### src/rtl/regptr_i2c_pkg.sv
package regptr_i2c_pkg;

  localparam int BYTE_W = 8;

  // strobes from control to datapath
  typedef struct packed {
    logic shiftIn;
    logic loadTx;
    logic clrBits;
    logic ptrLoad;
    logic ptrInc;
    logic regWrite;
  } dpCmd_t;

  // bus events and datapath flags seen by control
  typedef struct packed {
    logic start;
    logic stop;
    logic sclRise;
    logic sclFall;
    logic sclLvl;
    logic sdaBit;
    logic byteDone;
    logic addrMatch;
    logic rwBit;
    logic txMsb;
    logic rdMsb;
  } busEv_t;

  typedef enum logic [3:0] {
    ST_IDLE,
    ST_ADDR,
    ST_ADDR_ACK,
    ST_CMD,
    ST_CMD_ACK,
    ST_WDATA,
    ST_WDATA_ACK,
    ST_RDATA,
    ST_RACK,
    ST_IGNORE
  } slvState_t;

endpackage

### src/rtl/regptr_i2c_sync.sv
module regptr_i2c_sync #(
  parameter int STAGES = 2
) (
  input  logic clk,
  input  logic rstN,
  input  logic din,
  output logic dout
);
  logic [STAGES-1:0] pipeQ;

  generate
    if (STAGES == 1) begin : g_one
      always_ff @(posedge clk) begin
        if (!rstN) pipeQ <= '1;
        else       pipeQ <= din;
      end
    end else begin : g_many
      always_ff @(posedge clk) begin
        if (!rstN) pipeQ <= '1;
        else       pipeQ <= {pipeQ[STAGES-2:0], din};
      end
    end
  endgenerate

  assign dout = pipeQ[STAGES-1];
endmodule

### src/rtl/regptr_i2c_dp.sv
module regptr_i2c_dp
  import regptr_i2c_pkg::*;
#(
  parameter logic [6:0] DEV_ADDR    = 7'h64,
  parameter int         REG_COUNT   = 16,
  parameter int         SYNC_STAGES = 2,
  parameter logic [REG_COUNT-1:0] RO_MASK = 1,
  localparam int ADDR_W = $clog2(REG_COUNT),
  localparam int CNT_W  = $clog2(BYTE_W + 1)
) (
  input  logic              clk,
  input  logic              rstN,
  input  logic              sclIn,
  input  logic              sdaIn,
  input  dpCmd_t            cmd,
  output busEv_t            ev,
  output logic              regWrEn,
  output logic [ADDR_W-1:0] regWrAddr,
  output logic [BYTE_W-1:0] regWrData,
  output logic [ADDR_W-1:0] regRdAddr,
  input  logic [BYTE_W-1:0] regRdData
);
  logic sclS, sdaS, sclPrev, sdaPrev;
  logic [BYTE_W-1:0] shiftQ;
  logic [CNT_W-1:0]  bitCntQ;
  logic [ADDR_W-1:0] ptrQ;
  logic              wrEnQ;
  logic [ADDR_W-1:0] wrAddrQ;
  logic [BYTE_W-1:0] wrDataQ;

  regptr_i2c_sync #(.STAGES(SYNC_STAGES)) u_sclSync (
    .clk(clk), .rstN(rstN), .din(sclIn), .dout(sclS));
  regptr_i2c_sync #(.STAGES(SYNC_STAGES)) u_sdaSync (
    .clk(clk), .rstN(rstN), .din(sdaIn), .dout(sdaS));

  always_ff @(posedge clk) begin
    if (!rstN) begin
      sclPrev <= 1'b1;
      sdaPrev <= 1'b1;
    end else begin
      sclPrev <= sclS;
      sdaPrev <= sdaS;
    end
  end

  // shift register and bit counter
  always_ff @(posedge clk) begin
    if (!rstN) begin
      shiftQ  <= '0;
      bitCntQ <= '0;
    end else begin
      if (cmd.loadTx)       shiftQ <= regRdData;
      else if (cmd.shiftIn) shiftQ <= {shiftQ[BYTE_W-2:0], sdaS};
      if (cmd.clrBits)      bitCntQ <= '0;
      else if (cmd.shiftIn) bitCntQ <= bitCntQ + 1'b1;
    end
  end

  // register pointer, wraps by width
  always_ff @(posedge clk) begin
    if (!rstN) begin
      ptrQ <= '0;
    end else if (cmd.ptrLoad) begin
      ptrQ <= shiftQ[ADDR_W-1:0];
    end else if (cmd.ptrInc) begin
      ptrQ <= ptrQ + 1'b1;
    end
  end

  // registered write port; read-only entries never strobe
  always_ff @(posedge clk) begin
    if (!rstN) begin
      wrEnQ   <= 1'b0;
      wrAddrQ <= '0;
      wrDataQ <= '0;
    end else begin
      wrEnQ <= cmd.regWrite && !RO_MASK[ptrQ];
      if (cmd.regWrite) begin
        wrAddrQ <= ptrQ;
        wrDataQ <= shiftQ;
      end
    end
  end

  always_comb begin
    ev.start     = sclS && sclPrev && sdaPrev && !sdaS;
    ev.stop      = sclS && sclPrev && !sdaPrev && sdaS;
    ev.sclRise   = sclS && !sclPrev;
    ev.sclFall   = !sclS && sclPrev;
    ev.sclLvl    = sclS;
    ev.sdaBit    = sdaS;
    ev.byteDone  = (bitCntQ == CNT_W'(BYTE_W));
    ev.addrMatch = (shiftQ[BYTE_W-1:1] == DEV_ADDR);
    ev.rwBit     = shiftQ[0];
    ev.txMsb     = shiftQ[BYTE_W-1];
    ev.rdMsb     = regRdData[BYTE_W-1];
  end

  assign regWrEn   = wrEnQ;
  assign regWrAddr = wrAddrQ;
  assign regWrData = wrDataQ;
  assign regRdAddr = ptrQ;

  // a write strobe lasts one cycle
  p_wr_single_r10: assert property (@(posedge clk) disable iff (!rstN)
    regWrEn |=> !regWrEn);
  // the bit counter never passes a full byte
  p_bitcnt_bound_r1: assert property (@(posedge clk) disable iff (!rstN)
    bitCntQ <= CNT_W'(BYTE_W));
  // stepping from the last index lands on index 0
  p_ptr_wrap_r3: assert property (@(posedge clk) disable iff (!rstN)
    (cmd.ptrInc && !cmd.ptrLoad && ptrQ == ADDR_W'(REG_COUNT-1)) |=> (regRdAddr == '0));
  // no strobe toward a read-only index
  p_ro_silent_r4: assert property (@(posedge clk) disable iff (!rstN)
    regWrEn |-> !RO_MASK[regWrAddr]);
endmodule

### src/rtl/regptr_i2c_ctrl.sv
module regptr_i2c_ctrl
  import regptr_i2c_pkg::*;
(
  input  logic   clk,
  input  logic   rstN,
  input  busEv_t ev,
  output dpCmd_t cmd,
  output logic   sdaDriveLow
);
  slvState_t stQ, stNext;
  logic oeQ, oeNext, rwQ, rwNext, ackQ, ackNext;

  always_comb begin
    cmd     = '0;
    stNext  = stQ;
    oeNext  = oeQ;
    rwNext  = rwQ;
    ackNext = ackQ;
    if (ev.stop) begin
      stNext      = ST_IDLE;
      oeNext      = 1'b0;
      cmd.clrBits = 1'b1;
    end else if (ev.start) begin
      stNext      = ST_ADDR;
      oeNext      = 1'b0;
      cmd.clrBits = 1'b1;
    end else begin
      case (stQ)
        ST_ADDR: begin
          if (ev.sclRise) cmd.shiftIn = 1'b1;
          else if (ev.sclFall && ev.byteDone) begin
            if (ev.addrMatch) begin
              oeNext = 1'b1;
              rwNext = ev.rwBit;
              stNext = ST_ADDR_ACK;
            end else begin
              stNext = ST_IGNORE;
            end
          end
        end
        ST_ADDR_ACK: begin
          if (ev.sclFall) begin
            cmd.clrBits = 1'b1;
            if (rwQ) begin
              cmd.loadTx = 1'b1;
              oeNext     = !ev.rdMsb;
              stNext     = ST_RDATA;
            end else begin
              oeNext = 1'b0;
              stNext = ST_CMD;
            end
          end
        end
        ST_CMD: begin
          if (ev.sclRise) cmd.shiftIn = 1'b1;
          else if (ev.sclFall && ev.byteDone) begin
            cmd.ptrLoad = 1'b1;
            oeNext      = 1'b1;
            stNext      = ST_CMD_ACK;
          end
        end
        ST_CMD_ACK, ST_WDATA_ACK: begin
          if (ev.sclFall) begin
            cmd.clrBits = 1'b1;
            oeNext      = 1'b0;
            stNext      = ST_WDATA;
          end
        end
        ST_WDATA: begin
          if (ev.sclRise) cmd.shiftIn = 1'b1;
          else if (ev.sclFall && ev.byteDone) begin
            cmd.regWrite = 1'b1;
            cmd.ptrInc   = 1'b1;
            oeNext       = 1'b1;
            stNext       = ST_WDATA_ACK;
          end
        end
        ST_RDATA: begin
          if (ev.sclRise) cmd.shiftIn = 1'b1;
          else if (ev.sclFall) begin
            if (ev.byteDone) begin
              oeNext = 1'b0;
              stNext = ST_RACK;
            end else begin
              oeNext = !ev.txMsb;
            end
          end
        end
        ST_RACK: begin
          if (ev.sclRise) begin
            ackNext    = !ev.sdaBit;
            cmd.ptrInc = !ev.sdaBit;
          end else if (ev.sclFall) begin
            if (ackQ) begin
              cmd.clrBits = 1'b1;
              cmd.loadTx  = 1'b1;
              oeNext      = !ev.rdMsb;
              stNext      = ST_RDATA;
            end else begin
              oeNext = 1'b0;
              stNext = ST_IGNORE;
            end
          end
        end
        default: ;
      endcase
    end
  end

  always_ff @(posedge clk) begin
    if (!rstN) begin
      stQ  <= ST_IDLE;
      oeQ  <= 1'b0;
      rwQ  <= 1'b0;
      ackQ <= 1'b0;
    end else begin
      stQ  <= stNext;
      oeQ  <= oeNext;
      rwQ  <= rwNext;
      ackQ <= ackNext;
    end
  end

  assign sdaDriveLow = oeQ;

  // the slave starts pulling low only while SCL is low
  p_drive_scl_low_r8: assert property (@(posedge clk) disable iff (!rstN)
    $rose(oeQ) |-> !ev.sclLvl);
  // a mismatched address never gets an acknowledge
  p_ack_needs_match_r1: assert property (@(posedge clk) disable iff (!rstN)
    (stQ == ST_ADDR && !ev.stop && !ev.start && ev.sclFall && ev.byteDone && !ev.addrMatch)
      |=> !sdaDriveLow);
  // a STOP leaves the data line released
  p_stop_release_r7: assert property (@(posedge clk) disable iff (!rstN)
    ev.stop |=> !sdaDriveLow);
  // idle or ignoring states never drive
  p_quiet_idle_r9: assert property (@(posedge clk) disable iff (!rstN)
    (stQ == ST_IDLE || stQ == ST_IGNORE) |-> !sdaDriveLow);
endmodule

### src/rtl/regptr_i2c_slave.sv
module regptr_i2c_slave
  import regptr_i2c_pkg::*;
#(
  parameter logic [6:0]           DEV_ADDR    = 7'h64,
  parameter int                   REG_COUNT   = 16,
  parameter int                   SYNC_STAGES = 2,
  parameter logic [REG_COUNT-1:0] RO_MASK     = 1,
  localparam int ADDR_W = $clog2(REG_COUNT)
) (
  input  logic              clk,
  input  logic              rstN,
  input  logic              sclIn,
  input  logic              sdaIn,
  output logic              sdaDriveLow,
  output logic              regWrEn,
  output logic [ADDR_W-1:0] regWrAddr,
  output logic [7:0]        regWrData,
  output logic [ADDR_W-1:0] regRdAddr,
  input  logic [7:0]        regRdData
);
  dpCmd_t cmd;
  busEv_t ev;

  regptr_i2c_dp #(
    .DEV_ADDR(DEV_ADDR), .REG_COUNT(REG_COUNT),
    .SYNC_STAGES(SYNC_STAGES), .RO_MASK(RO_MASK)
  ) u_dp (
    .clk(clk), .rstN(rstN), .sclIn(sclIn), .sdaIn(sdaIn),
    .cmd(cmd), .ev(ev),
    .regWrEn(regWrEn), .regWrAddr(regWrAddr), .regWrData(regWrData),
    .regRdAddr(regRdAddr), .regRdData(regRdData)
  );

  regptr_i2c_ctrl u_ctrl (
    .clk(clk), .rstN(rstN), .ev(ev), .cmd(cmd), .sdaDriveLow(sdaDriveLow)
  );
endmodule

### config.mk
export PLATFORM = sky130hd
export DESIGN_NAME = regptr_i2c_slave
export DESIGN_NICKNAME = d
export VERILOG_FILES = /design/src/rtl/regptr_i2c_pkg.sv /design/src/rtl/regptr_i2c_sync.sv /design/src/rtl/regptr_i2c_dp.sv /design/src/rtl/regptr_i2c_ctrl.sv /design/src/rtl/regptr_i2c_slave.sv
export SDC_FILE = /design/constraint.sdc
export NUM_CORES = 1
export LEC_CHECK = 0
export ABC_AREA = 1
export BUFFER_PORTS_ARGS = -buffer_cell sky130_fd_sc_hd__buf_2
export CELL_PAD_IN_SITES_DETAIL_PLACEMENT = 1
export CELL_PAD_IN_SITES_GLOBAL_PLACEMENT = 2
export CORE_UTILIZATION = 28
export DETAILED_ROUTE_END_ITERATION = 10
export GPL_TIMING_DRIVEN = 1
export PLACE_DENSITY_LB_ADDON = 0.08
export SYNTH_ARGS = -nofsm -noshare
export SYNTH_HDL_FRONTEND = slang
export SYNTH_SLANG_ARGS = --single-unit
### constraint.sdc
create_clock -name clk -period 1.3 [get_ports clk]
set_input_delay 0.39 -clock clk [delete_from_list [all_inputs] [get_ports clk]]
set_output_delay 0.39 -clock clk [all_outputs]
set_load 0.01 [all_outputs]
==> metrics.txt, run 1 <==
die height=90.84 um; post-synthesis mux area share=0%; PwrDens=1049 mW/mm^2; unique cell type count in the Yosys netlist=30; Worst Skew=0.009400 ns; switching portion of total power=between 30% and 40%; hold path start=sclIn; Detail Placement HPWL=5.580 mm; CTS root buf=clkbuf_8; Vias/cell=between 4 and 5; Worst setup EP type=register; Adder-Cell Fraction of Synth Area=between 1.5 and 2%; final setup TNS=-5.131 ns; routability cong.=just under 0.9; Leakage Power=~1.7 nW; cell internal pwr=0.002416 W; antenna violations before repair=0; total number of vias=around 2400; worst relative slew slack=between 70% and 80%; GRT Total Usage=19.00%; initial DRC count=40; Nets=around 450; MaxCap Viol Count=0; worst vdd ir=about 480 uV; Hold WS=roughly 0.28 ns; clock net sink count=43; Port Buf Inserts=29; Yosys Warn Count=0; failing checks=setup timing; Hold WC Path Type=in2reg; Layout area overhead=65.40%; Seq/Total Area, Yosys=38.96%; simple-gate share of the synthesized area=roughly 38%; starting density of the core=between 20 and 30%; Worst-Margin Slew=roughly 0.31 ns; Routed Antenna Nets=0; CTS tree=done; io pins=30; H-Tree Depth=2; drt drc=0; post-synthesis net count=between 300 and 400; Clock Power Share=22.7%; net switching power=~0.0014 W; die width=between 90 and 100 um; r2r setup slk=-0.28 ns; r2r worst-path depth=12; Synth Instances=around 320; CP arrival=around 1.8 ns; core area=a little under 0.008 sq mm; outcome=finished with violations; final max-slew violation count=0; number of synthesized flops with an enable pin=0; 1st-pass router iterations=4; largest net degree at the start of global routing=22; row count=32; Final Power=approximately 0.0038 W; combinational family with the most area after synthesis=simple AND/OR/NAND/NOR gates; number of global-route vias before repair=approximately 2600; min cycle time layout=approximately 1.6 ns; fmax=about 0.63 GHz; Worst EP required=roughly 1.5 ns; synthesized area per cell=6.884 sq um; #FFs+latches synth=43; Synth Area in Compound Gates=roughly an eighth; critical path class=reg2reg; top_reg_cell synth=dfxtp_1; share of cells above drive strength 1=between 50% and 60%; hold_buf cts=0; first-pass GRT wire length=12.52 mm; clock buffer depth=2; synthesized cell area=roughly 0.0022 sq mm; die footprint=0.008251 sq mm; crit path max fanout=6; final hold violations=0; Post-Route WL=~7.5 mm; Flop pwr share=38.2%; Hold Path End=u_dp.u_sclSync.pipeQ[0]$_SDFF_PN1_; Final WS setup=-0.2756 ns; # diodes=0; setup violators final=35; clock-pin slew on the worst setup and hold paths=roughly 0.080 ns; Synth Area in XOR/XNOR=~1.2%; Worst-Skew Late Latency=0.30 ns; Worst R2R Start=u_dp.bitCntQ[1]$_SDFFE_PP0P_; global route overflow=0; hold-critical path depth=2; total CTS buffers=5; Final Cycle Share=121.2%; asr flop ratio synth=0%; RSZ-0062 raised after global routing=yes; type of origin of the critical path=register; routed length per placed instance=roughly 14 um; logic gate share of total power=39.0%
==> cell usage in the layout (no fill, tap or decap), types with 3 or more instances in the layout <==
cell type  instances
nor2_1            34
or2_2              4
o21ai_1            5
nor2_2             9
o21ai_0            5
dfxtp_4            4
nand2_4           13
buf_2             28
dfxtp_1           35
inv_4              4
nand4_1            6
nor2_4            10
a21oi_2            4
nand3_4            4
nand3_2            7
nand3_1            9
a31oi_1            7
buf_4             59
buf_6             14
clkbuf_8           5
nand2_2           24
inv_2              5
inv_1             26
dfxtp_2            4
a21oi_1           10
o21ai_2           13
nand2_1           55
clkinv_8           3
==> layout make-up <==
cell class | count | area, sq um
Sequential cell | 43 | 880.8
Tap cell | 102 | 127.6
Multi-Input combinational cell | 235 | 1546
Clock inverter | 2 | 12.51
Timing Repair inverter | 3 | 41.29
Inverter | 38 | 177.7
Fill cell | 987 | 4033
Timing Repair Buffer | 104 | 795.8
Clock buffer | 6 | 72.57
==> cell usage after synthesis, types with 5 or more instances <==
| library cell | count | area, sq um |
|---|---|---|
| nand2_2 | 6 | 37.54 |
| inv_2 | 5 | 18.77 |
| inv_1 | 33 | 123.9 |
| nand4_1 | 6 | 37.54 |
| a31oi_1 | 7 | 43.79 |
| a21oi_1 | 14 | 70.07 |
| o21ai_0 | 23 | 115.1 |
| dfxtp_1 | 43 | 860.8 |
| nand3_1 | 17 | 85.08 |
| nand2_1 | 84 | 315.3 |
| nor2_1 | 46 | 172.7 |
==> how the worst max path moves through the flow <==
| stage | startpoint | endpoint | slack, ns | cells after the start |
|---|---|---|---|---|
| 4_1_cts | u_dp.bitCntQ[0]$_SDFFE_PP0P_ | register | -0.23 | 12 |
| 5_1_grt | u_dp.bitCntQ[1]$_SDFFE_PP0P_ | register | -0.37 | 12 |
| 2_1_floorplan | u_dp.bitCntQ[1]$_SDFFE_PP0P_ | u_ctrl.stQ[2]$_SDFFE_PP0P_ | -0.07 | 9 |
| 6_report | u_dp.bitCntQ[1]$_SDFFE_PP0P_ | register | -0.28 | 12 |
| 3_3_place_gp | u_ctrl.stQ[3]$_SDFFE_PP0P_ | u_ctrl.stQ[2]$_SDFFE_PP0P_ | -0.32 | 9 |
| 3_5_place_dp | u_ctrl.stQ[3]$_SDFFE_PP0P_ | u_ctrl.stQ[2]$_SDFFE_PP0P_ | -0.40 | 9 |
==> worst max-delay path: stages, from the launching register on <==
cell     delay (ns)
dfxtp_2        0.33
inv_2          0.07
ha_4           0.15
nand3_4        0.10
nor2_4         0.16
buf_12         0.15
nand2_8        0.06
nand3_4        0.12
inv_4          0.06
nand2_2        0.06
nand3_2        0.08
nand2_1        0.08
nor2_1         0.05
==> logic make-up (layout without fill, tap and decap cells) <==
group | Yosys count | count (layout)
compound gates | 49 | 49
flops | 43 | 43
simple gates | 180 | 180
buf+inv | 43 | 153
fa+ha+maj | 3 | 3
xor+xnor | 3 | 3
==> power by group through the flow <==
stage / logic [W] / clock network, W / registers, W
after floorplan: 0.000655 / 0 / 0.00145
after global placement: 0.00115 / 0 / 0.00146
after detailed placement: 0.00117 / 0 / 0.00146
after CTS: 0.00143 / 0.000913 / 0.00146
after global routing: 0.00166 / 0.000962 / 0.00147
final: 0.00150 / 0.000872 / 0.00147
==> repair_timing <==
item                       CTS  global route
setup endpoints to repair   37            39
pin swaps                   30            25
gates cloned                 0             3
buffers inserted            10            10
resized for setup           84            68
==> metrics by stage <==
stage	setup WS, ns	util (%)	std cells	instance area (sq um)
floorplan	-0.06560	-	321	2258
detailed placement	-0.4046	38.10	505	2929
finish	-0.2756	47.54	533	3655
global route	-0.3725	47.54	533	3655
global placement	-0.3204	38.10	505	2929
CTS	-0.2265	43.72	522	3361
==> state kept, by name, indices dropped and copies added, names as in the netlist, 2 cells and up, named ones only <==
name	count
u_dp.u_sdaSync.pipeQ	2
u_ctrl.stQ	4
u_dp.regRdAddr	4
u_dp.shiftQ	8
u_dp.regWrData	8
u_dp.regWrAddr	4
u_dp.u_sclSync.pipeQ	2
u_dp.bitCntQ	4
==> routing by layer <==
metal / global-route usage (%) / up-vias / share of wire [%]
met1: 24.53 / 1138 / 48
met5: 0 / - / 0
met2: 32.70 / 26 / 49
met3: 3.283 / 9 / 2.1
met4: 4.630 / 0 / 1.3
li1: - / 1245 / -
(Power assumes the default switching activity.)
==> inputs of run 2 (changes only) <==
--- a/config.mk
+++ b/config.mk
@@ -8,11 +8,12 @@
 export ABC_AREA = 1
 export BUFFER_PORTS_ARGS = -buffer_cell sky130_fd_sc_hd__buf_2
 export CELL_PAD_IN_SITES_DETAIL_PLACEMENT = 1
-export CELL_PAD_IN_SITES_GLOBAL_PLACEMENT = 2
-export CORE_UTILIZATION = 28
+export CELL_PAD_IN_SITES_GLOBAL_PLACEMENT = 1
+export CORE_UTILIZATION = 37
 export DETAILED_ROUTE_END_ITERATION = 10
 export GPL_TIMING_DRIVEN = 1
 export PLACE_DENSITY_LB_ADDON = 0.08
+export SETUP_SLACK_MARGIN = 0.02
 export SYNTH_ARGS = -nofsm -noshare
 export SYNTH_HDL_FRONTEND = slang
 export SYNTH_SLANG_ARGS = --single-unit
==> metrics.txt, run 2 (synthesis results as in run 1) <==
outcome=finished with violations; failing checks=setup timing; CP Launch Point=u_dp.bitCntQ[1]$_SDFFE_PP0P_; worst relative slew slack=between 60% and 70%; routed length per placed instance=18.46 um; starting density of the core=between 30% and 40%; cell internal pwr=~0.0023 W; MaxCap Viol Count=0; Worst R2R Start=u_dp.bitCntQ[1]$_SDFFE_PP0P_; Routed Antenna Nets=0; RSZ-0062 raised after global routing=yes; Worst-Skew Late Latency=0.31 ns; clock net sink count=43; first-pass GRT wire length=approximately 14 mm; r2r setup slk=-0.42 ns; die width=between 70 and 80 um; worst reg2reg endpoint=u_ctrl.stQ[0]$_SDFFE_PP0P_; initial DRC count=140; clock-pin slew on the worst setup and hold paths=about 0.09 ns; final max-slew violation count=0; post-place setup slack=-0.2904 ns; most frequent cells in the layout=nand2_1 (60), buf_4 (57), dfxtp_1 (36), nor2_1 (33), buf_2 (29); CP cell instances=inv_2, ha_4, nand2_1, nor2_2, nand2_2, nand2_2, buf_4, nor2_1, a21oi_1, nand4_1, a21oi_1; CP delay by family, top=simple AND/OR/NAND/NOR gates; top layer reached by signal wires=met4; Final Cycle Share=132.3%; GRT Total Usage=roughly 28%; share of cells above drive strength 1=approximately 52%; critical path class=reg2reg; Critical Path End=u_ctrl.stQ[0]$_SDFFE_PP0P_; total number of vias=2611; fmax=0.5815 GHz; met2 WL=approximately 4.6 mm; largest net degree at the start of global routing=22; routability cong.=0.9012; FILL cells=between 700 and 800; H-Tree Depth=2; net switching power=0.001537 W; final hold violations=0; Worst setup EP type=register; Post-Route WL=~9.2 mm; drt drc=0; Flop pwr share=37.7%; Port Buf Inserts=29; number of global-route vias before repair=about 2700; Layout area overhead=59.23%; worst path bufs/invs=2; Worst Skew=~0.012 ns; design area=0.003518 sq mm; antenna violations before repair=0; die height=79.28 um; area of the multi-input gates=roughly 0.0015 sq mm; Vias/cell=5.254; CTS tree=done; Worst-Margin Slew=roughly 0.52 ns; global route overflow=0; r2r worst-path depth=11; Hold WC Path Type=in2reg; met1 wire length=between 3 and 4 mm; min cycle time layout=around 1.7 ns; metal3 WL=~340 um; Clock Power Share=between 20% and 30%; row count=27; switching portion of total power=slightly below 40%; hold path start=sdaIn; clock buffer depth=2; Worst EP required=between 1.5 and 2 ns; PwrDens=1104 mW/mm^2; Final WS setup=-0.4198 ns; core area=0.005642 sq mm; type of origin of the critical path=register; crit path max fanout=4; Hold WS=around 0.27 ns; slowest stage cell, crit path=dfxtp_2; die footprint=0.006285 sq mm; Max stage delay on crit path=between 0.3 and 0.4 ns; total CTS buffers=5; most common cell after layout, fill and taps aside=nand2_1; # diodes=0; io pins=30; Placed Area=around 0.0029 sq mm; setup violators final=37; CTS root buf=clkbuf_8; logic gate share of total power=approximately 39%; CP arrival=1.95 ns; worst vdd ir=~600 uV; Detail Placement HPWL=5.338 mm; Nets=439; total stage count of the critical path=11; Leakage Power=around 1.7 nW; 1st-pass router iterations=4; Seq. cell area=between 800 and 900 sq um
==> run 2: cell types whose count changed in the layout (fill, tap and decap cells not counted), sizes merged <==
cell / delta
inv: -1
buf: -6
clkinv: +1
==> run 2: layout make-up <==
class / instances / area share (%)
timing repair buffer: 98 / 20.73
tap: 72 / 2.560
multi-input combinational: 235 / 43.28
inverter: 38 / 4.979
clock buffer: 6 / 2.063
sequential: 43 / 24.93
timing repair inverter: 3 / 1.102
clock inverter: 2 / 0.3556
==> run 2: worst min-delay path by stage <==
stage                                         end  slack (ns)  depth (start not counted)
2_1_floorplan             u_dp.regWrEn$_SDFF_PN0_        0.37                          1
3_3_place_gp   u_dp.u_sdaSync.pipeQ[1]$_SDFF_PN1_        0.40                          1
3_5_place_dp              u_dp.regWrEn$_SDFF_PN0_        0.40                          1
4_1_cts        u_dp.u_sdaSync.pipeQ[0]$_SDFF_PN1_        0.26                          2
5_1_grt        u_dp.u_sclSync.pipeQ[0]$_SDFF_PN1_        0.27                          2
6_report       u_dp.u_sdaSync.pipeQ[0]$_SDFF_PN1_        0.27                          2
==> run 2: what timing repair did <==
action	CTS	global route
resized for setup	87	50
setup buffers	6	8
hold buffers	0	0
setup endpoints to repair	36	38
gates cloned	3	0
pin swaps	28	21
==> run 2: power by group through the flow <==
stage	registers [W]	clock network [W]	logic [W]
floorplan	0.00145	0	0.000655
global placement	0.00145	0	0.00110
detailed placement	0.00146	0	0.00113
CTS	0.00143	0.000908	0.00125
global route	0.00147	0.000954	0.00162
finish	0.00146	0.000893	0.00153
==> run 2: layer usage <==
layer | vias up | global-route usage [%]
met2 | 80 | 48.88
met3 | 32 | 4.138
met4 | 0 | 12.55
li1 | 1234 | -
met1 | 1265 | 34.50
met5 | - | 0
==> run 2: per-stage QoR <==
step	TNS [ns]	util, %	cells	total power, W
finish	-7.094	62.36	497	0.003884
global route	-9.937	62.36	497	0.004040
CTS	-5.303	58.31	489	0.003593
detailed placement	-6.740	50.85	472	0.002584
global placement	-5.273	50.85	472	0.002554
floorplan	-0.5253	-	321	0.002110
